[src/rtl/rb2bin_pkg.sv]
package rb2bin_pkg;
  localparam logic [1:0] DIG_ZERO = 2'b00;
  localparam logic [1:0] DIG_NEG  = 2'b01;
  localparam logic [1:0] DIG_POS  = 2'b10;
  localparam logic [1:0] DIG_BAD  = 2'b11;

  typedef struct packed {
    logic g;  // borrow created here
    logic p;  // incoming borrow passed on
  } gp_t;
endpackage

[src/rtl/rb_digit_gp.sv]
module rb_digit_gp
  import rb2bin_pkg::*;
#(
  parameter int N = 16
) (
  input  logic [N-1:0]      pos_i,
  input  logic [N-1:0]      neg_i,
  output gp_t  [N-1:0]      gp_o,
  output logic [N-1:0]      diff_o,
  output logic              bad_o
);
  logic [N-1:0] bad_bits;

  for (genvar i = 0; i < N; i++) begin : g_dig
    always_comb begin
      unique case ({pos_i[i], neg_i[i]})
        DIG_POS:  begin gp_o[i] = '{g: 1'b0, p: 1'b0}; diff_o[i] = 1'b1; bad_bits[i] = 1'b0; end
        DIG_NEG:  begin gp_o[i] = '{g: 1'b1, p: 1'b0}; diff_o[i] = 1'b1; bad_bits[i] = 1'b0; end
        DIG_ZERO: begin gp_o[i] = '{g: 1'b0, p: 1'b1}; diff_o[i] = 1'b0; bad_bits[i] = 1'b0; end
        default:  begin gp_o[i] = '{g: 1'b0, p: 1'b1}; diff_o[i] = 1'b0; bad_bits[i] = 1'b1; end
      endcase
    end
  end

  assign bad_o = |bad_bits;
endmodule

[src/rtl/rb_prefix_ks.sv]
module rb_prefix_ks
  import rb2bin_pkg::*;
#(
  parameter int N = 16
) (
  input  gp_t  [N-1:0] gp_i,
  output logic [N-1:0] bin_o,
  output logic         bout_o
);
  localparam int LVLS = (N > 1) ? $clog2(N) : 1;

  logic [N-1:0] g_l [LVLS+1];
  logic [N-1:0] p_l [LVLS+1];

  for (genvar i = 0; i < N; i++) begin : g_in
    assign g_l[0][i] = gp_i[i].g;
    assign p_l[0][i] = gp_i[i].p;
  end

  for (genvar k = 0; k < LVLS; k++) begin : g_lvl
    localparam int D = 1 << k;
    for (genvar i = 0; i < N; i++) begin : g_bit
      if (i >= D) begin : g_op
        assign g_l[k+1][i] = g_l[k][i] | (p_l[k][i] & g_l[k][i-D]);
        assign p_l[k+1][i] = p_l[k][i] & p_l[k][i-D];
      end else begin : g_pass
        assign g_l[k+1][i] = g_l[k][i];
        assign p_l[k+1][i] = p_l[k][i];
      end
    end
  end

  // group generate over [i:0] is the borrow into i+1; no borrow into bit 0
  assign bin_o  = {g_l[LVLS][N-2:0], 1'b0};
  assign bout_o = g_l[LVLS][N-1];
endmodule

[src/rtl/rb2bin_oreg.sv]
module rb2bin_oreg #(
  parameter int W       = 17,
  parameter bit REG_OUT = 1'b1
) (
  input  logic         clk_i,
  input  logic         rst_ni,
  input  logic         valid_i,
  input  logic [W-1:0] res_i,
  input  logic         bad_i,
  output logic [W-1:0] res_o,
  output logic         bad_o,
  output logic         valid_o
);
  if (REG_OUT) begin : g_reg
    always_ff @(posedge clk_i or negedge rst_ni) begin
      if (!rst_ni) begin
        valid_o <= 1'b0;
        res_o   <= '0;
        bad_o   <= 1'b0;
      end else begin
        valid_o <= valid_i;
        if (valid_i) begin
          res_o <= res_i;
          bad_o <= bad_i;
        end
      end
    end
  end else begin : g_thru
    assign valid_o = valid_i;
    assign res_o   = res_i;
    assign bad_o   = bad_i;
  end
endmodule

[src/rtl/rb2bin_conv.sv]
module rb2bin_conv
  import rb2bin_pkg::*;
#(
  parameter int N_DIGITS = 16,
  parameter bit REG_OUT  = 1'b1
) (
  input  logic                clk_i,
  input  logic                rst_ni,
  input  logic                valid_i,
  input  logic [N_DIGITS-1:0] pos_i,
  input  logic [N_DIGITS-1:0] neg_i,
  output logic [N_DIGITS:0]   comb_o,
  output logic                comb_illegal_o,
  output logic [N_DIGITS:0]   res_o,
  output logic                illegal_o,
  output logic                valid_o
);
  localparam int W = N_DIGITS + 1;

  gp_t  [N_DIGITS-1:0] gp;
  logic [N_DIGITS-1:0] diff;
  logic [N_DIGITS-1:0] bin;
  logic                bout;

  rb_digit_gp #(.N(N_DIGITS)) u_dig (
    .pos_i (pos_i),
    .neg_i (neg_i),
    .gp_o  (gp),
    .diff_o(diff),
    .bad_o (comb_illegal_o)
  );

  rb_prefix_ks #(.N(N_DIGITS)) u_pfx (
    .gp_i  (gp),
    .bin_o (bin),
    .bout_o(bout)
  );

  assign comb_o = {bout, diff ^ bin};

  rb2bin_oreg #(.W(W), .REG_OUT(REG_OUT)) u_oreg (
    .clk_i  (clk_i),
    .rst_ni (rst_ni),
    .valid_i(valid_i),
    .res_i  (comb_o),
    .bad_i  (comb_illegal_o),
    .res_o  (res_o),
    .bad_o  (illegal_o),
    .valid_o(valid_o)
  );
endmodule

[config.mk]
export PLATFORM = sky130hd
export DESIGN_NAME = rb2bin_conv
export DESIGN_NICKNAME = d
export VERILOG_FILES = /design/src/rtl/rb2bin_pkg.sv /design/src/rtl/rb_digit_gp.sv /design/src/rtl/rb_prefix_ks.sv /design/src/rtl/rb2bin_oreg.sv /design/src/rtl/rb2bin_conv.sv
export SDC_FILE = /design/constraint.sdc
export NUM_CORES = 1
export LEC_CHECK = 0
export CAP_MARGIN = 25
export CORE_MARGIN = 2
export CORE_UTILIZATION = 30
export CTS_BUF_LIST = sky130_fd_sc_hd__clkbuf_8
export DETAILED_ROUTE_END_ITERATION = 8
export GPL_TIMING_DRIVEN = 0
export MAX_ROUTING_LAYER = met4
export PLACE_DENSITY = 0.6
export SYNTH_ARGS = -nofsm -noshare
export SYNTH_HDL_FRONTEND = slang
export SYNTH_HIERARCHICAL = 1
export SYNTH_SLANG_ARGS = --single-unit
[constraint.sdc]
create_clock -name clk_i -period 2.45 [get_ports clk_i]
set_input_delay 0.245 -clock clk_i [delete_from_list [all_inputs] [get_ports clk_i]]
set_output_delay 0.245 -clock clk_i [all_outputs]
set_load 0.02 [all_outputs]
# Yosys cells after proc, flatten, opt, wreduce, memory -nomap -nowiden
# Index checks and enable logic that the tools add are counted.
# word_totals
input_bits	35
register_bits	19
output_inout_bits	37
# op_classes
n_reduce_logical	49
n_eq_ne	32
muxes	48
bitwise	133
# ops
operator	n
1-bit bitwise AND	83
2-bit one-hot mux with 2 select lines	16
1-bit bitwise OR	49
3-bit OR reduction	16
2-bit by 1-bit == test with 1-bit output (second input constant)	16
2-bit == test (second input constant)	16
2-bit zero test	16
1-bit 2-to-1 mux	32
2-bit OR reduction	16
16-bit OR reduction	1
16-bit XOR	1

# Depth between registers and ports, before layout
# logic_depth
ltp_word	10
mapped_depth	10

# Cells and area by module
# Netlist, hierarchy kept.
# modules_own_cells
mod	area_each_um2	cells_each	n_inst	seq_area_each_um2
rb2bin_oreg	747.0	39	1	475.5
rb_digit_gp	551.8	69	1	0.0
rb_prefix_ks	351.6	55	1	0.0
rb2bin_conv	147.6	17	1	0.0

# Least setup slack after synthesis
# OpenSTA, ideal clock, no wires.
# synth_timing
kind	input port to flip-flop
from	input port pos_i[1]
to	register u_oreg.res_o[12]
arrival_ps	2244
setup_slack_ps	140
setup_ps	66
stages	10
t_required_ps	2384
path_cell_list	inv_1 -> ha_1 -> a21oi_2 -> inv_2 -> a311oi_2 -> o31ai_1 -> a21o_1 -> a21o_1 -> xor2_1 -> mux2_4
# synth_rtl
item	line	source
start: declaration	rb2bin_conv.sv:10	input logic [N_DIGITS-1:0] pos_i,
end signal: assignment	rb2bin_oreg.sv:23	res_o <= res_i;
end: declaration	rb2bin_oreg.sv:10	output logic [W-1:0] res_o,

==> implementation parameters <==
Parameter                              Value

Critical path
  Endpoint type of the worst setup path    output pin
  Critical-path cell with the highest stage delay    sky130_fd_sc_hd__clkdlybuf4s50_1
  Number of buffer and inverter stages on the critical path    4
  Worst-path fanout max    3
  CP top delay family    buffers and inverters
  Slowest stage delay, CP    0.51 ns
  Critical Path Source Type    input port
  Startpoint-to-endpoint class of the critical path    input port to output pin
  Most used cell along the critical path    sky130_fd_sc_hd__buf_4
  Worst endpoint data arrival time    approximately 2.1 ns
  Critical path required time    about 2.2 ns
  Cells along the critical path    clkdlybuf4s50_1, inv_2, ha_4, nand2_4, nor2_1, a211oi_2, o41ai_4, a21o_1, buf_4, buf_4

Place
  HPWL Detailed    around 3600 microns
  Routability Congestion    just under 0.9
  Worst slack, placed    -0.934 ns
  Cell area after placement    between 2000 and 3000 sq um
  Count of buffers inserted at the top-level ports    between 70 and 80
  Placed cells    approximately 330

Layout
  Area Growth Syn to Fin    75.5%
  Diode count    0
  Post-layout nets    between 300 and 400
  Post-route cell area    about 3200 sq um
  Fraction of layout cells with a size suffix above 1    between 40% and 50%
  Cell Count, Final, Fillers Out    350

Route
  Pre-antenna DRT Iters    4
  Wire per inst    between 10 and 15 microns
  Detailed-route wire length    between 4000 and 5000 microns
  Met2 WL    2440 microns
  Detailed Route Iter0 Violations    34
  Count of nets left with antenna violations after detail routing    0
  Remaining design rule violation count    0
  Met1 layer wirelength in the final routing    2090 microns
  Vias per cell    between 4 and 5
  Total via count after detailed routing    ~1600
  Met3 Wirelength    between 300 and 400 microns
  Uppermost metal layer occupied by signal nets    met4

Synthesis
  EDFF count, synth    0
  Number of synthesized register bits    19
  Synth unique cells    33
  Number of warnings reported in the yosys synthesis log    6
  Mean Syn Cell Area    9.99 sq um
  Synthesized area    approximately 1800 sq um
  Post-Syn Nets    between 200 and 250
  Post-synth top flop    sky130_fd_sc_hd__dfrtp_1
  Number of instances in the synthesized netlist    180
  Share of flip-flops with an asynchronous set or reset    100%
  Sequential share of the synthesized area    a little over a quarter

Die
  Die Area    around 6600 sq um
  Number of primary I/O pins    around 70
  Die Y-Extent    81.4 microns
  Placement row count    28
  Initial Utilization    a little over 30%
  Core region area    5850 sq um
  X dimension of the die    a little over 80 microns

STA
  Final total negative setup slack    0 ns
  Slew headroom    43.2%
  Setup Viol. Count Final    0
  Transition time at the pin with the least slew margin    between 0.8 and 0.9 ns
  Post-layout min period    ~2.4 ns
  Final worst path period share    slightly below 100%
  Final Skew    0 ns
  Final setup slack of the worst path    slightly above 0.09 ns
  Maximum clock rate    around 420 MHz
  Max-slew violation count    0
  Hold Violations, Final    0

CTS
  Number of clock sinks    19
  Latest clock arrival within the worst-skew pair    between 0.2 and 0.3 ns
  CTS tree    yes
  CTS max path bufs    2
  Clk root buf    sky130_fd_sc_hd__clkbuf_8
  Num CTS Buffers    3
  CTS clock-pin slew for the worst setup and hold paths    roughly 0.070 ns
  Number of H-tree branching levels    1

GRT
  GR Util All Layers    between 10% and 20%
  Number of global-route vias before repair    ~1700
  First-pass GRT wire length    7590 microns
  Largest net degree at the start of global routing    20
  Leftover overflow at the end of global routing    0
  Initial antenna violation count    0

Status
  Outcome    finished, final reports clean

Flow run
  Max_cap viols    0

Power
  Post-route total power    about 1600 uW
  Worst IR Drop VDD    0.348 mV
  Leakage power of the design    0.00157 uW
  Cell Pwr Density    slightly above 500 nW/um^2

Worst hold path
  Class of the most critical hold timing path    input port to async pin
-- routing by layer --
metal  GRT usage [%]  vias up
li1                -      786
met1            18.0      766
met2            27.2       61
met3            2.75        2
met4               0        0
met5               -        -
-- layout make-up --
type	count	area [sq um]
repair buffers	91	838
flip-flops and latches	19	475
plain buffers	5	53.8
clock buffers	3	41.3
multi-input cells	122	1520
clock inverters	1	3.75
well taps	75	93.8
inverters	34	128
fillers	531	2700
-- sequential cells by signal, summed over array words and instances, names as in the netlist --
register,cells
u_oreg/res_o,17
u_oreg/bad_o,1
u_oreg/valid_o,1
-- Yosys cell counts (2+ instances only) --
cell	count	area (sq um)
sky130_fd_sc_hd__inv_1	33	124
sky130_fd_sc_hd__ha_1	32	400
sky130_fd_sc_hd__dfrtp_1	19	475
sky130_fd_sc_hd__xor2_1	16	140
sky130_fd_sc_hd__mux2_4	10	150
sky130_fd_sc_hd__a21o_1	9	67.6
sky130_fd_sc_hd__mux2_2	8	90.1
sky130_fd_sc_hd__a21oi_1	6	30.0
sky130_fd_sc_hd__nand2_1	5	18.8
sky130_fd_sc_hd__nor2_1	5	18.8
sky130_fd_sc_hd__nor4_1	4	25.0
sky130_fd_sc_hd__buf_4	3	22.5
sky130_fd_sc_hd__nand3_1	3	15.0
sky130_fd_sc_hd__o21a_1	3	22.5
sky130_fd_sc_hd__o21ai_0	3	15.0
sky130_fd_sc_hd__o31ai_1	3	22.5
sky130_fd_sc_hd__nand4_1	2	12.5
-- cells by family after synthesis --
kind of cell	Yosys count	synth area share, %
AO/OA/AOI/OAI	33	13.8
XOR/XNOR	16	7.79
adder cells (fa/ha/maj)	32	22.3
buffers and inverters	39	10.1
flip-flops	19	26.4
multiplexers	18	13.4
other	1	0.209
AND/OR/NAND/NOR	22	5.98
-- final timing paths --
kind	slack (ns)	endpoint	from	depth (start not counted)
worst min-delay path	0.48	u_oreg/res_o[11]$_DFFE_PN0P_	rst_ni	1
worst max register to register	1.68	u_oreg/res_o[13]$_DFFE_PN0P_	u_oreg/res_o[13]$_DFFE_PN0P_	1
max in group asynchronous	1.45	u_oreg/res_o[3]$_DFFE_PN0P_	rst_ni	1
min in group clk_i	0.48	u_oreg/valid_o$_DFF_PN0_	valid_i	1
worst max-delay path	0.09	comb_o[16]	pos_i[14]	10
worst min register to register	0.51	u_oreg/res_o[1]$_DFFE_PN0P_	u_oreg/res_o[1]$_DFFE_PN0P_	1
-- where the power goes --
part           internal, uW  switching [uW]  total (uW)
clock                   111            97.7         209
sequential              385            38.8         424
combinational           504             476         980
-- stage by stage --
| stage | hold slack [ns] | util (%) |
|---|---|---|
| 5_1_grt | 0.478 | 53.9 |
| 4_1_cts | 0.468 | 50.8 |
| 3_3_place_gp | 0.490 | 44.5 |
| 3_5_place_dp | 0.495 | 44.5 |
| 6_report | 0.475 | 53.9 |
| 2_1_floorplan | -0.0506 | - |
-- what timing repair did --
action,4_1_cts,5_1_grt
hold buffers,0,0
gates resized for setup,111,34
buffers inserted,15,6
pin swaps,29,17
endpoints found under the setup margin,17,12
-- layout by cell type, fill, tap and decap left out, types with 2 or more instances in the layout --
cell                              instances
sky130_fd_sc_hd__a21o_1                   9
sky130_fd_sc_hd__a21oi_1                  2
sky130_fd_sc_hd__a21oi_4                  4
sky130_fd_sc_hd__buf_2                    3
sky130_fd_sc_hd__buf_4                   28
sky130_fd_sc_hd__buf_6                    2
sky130_fd_sc_hd__clkbuf_8                 3
sky130_fd_sc_hd__clkdlybuf4s15_1          3
sky130_fd_sc_hd__clkdlybuf4s50_1         30
sky130_fd_sc_hd__dfrtp_1                 19
sky130_fd_sc_hd__dlygate4sd2_1           18
sky130_fd_sc_hd__dlymetal6s2s_1          10
sky130_fd_sc_hd__ha_1                    17
sky130_fd_sc_hd__ha_4                    15
sky130_fd_sc_hd__inv_1                   21
sky130_fd_sc_hd__inv_2                   14
sky130_fd_sc_hd__mux2_2                   8
sky130_fd_sc_hd__mux2_4                  10
sky130_fd_sc_hd__nand2_1                  4
sky130_fd_sc_hd__nand3_1                  2
sky130_fd_sc_hd__nand4_1                  2
sky130_fd_sc_hd__nor2_1                   4
sky130_fd_sc_hd__nor4_1                   3
sky130_fd_sc_hd__o21a_1                   3
sky130_fd_sc_hd__o31ai_4                  2
sky130_fd_sc_hd__xor2_1                  11
sky130_fd_sc_hd__xor2_2                   5
Power figures use the tool's default switching activity.
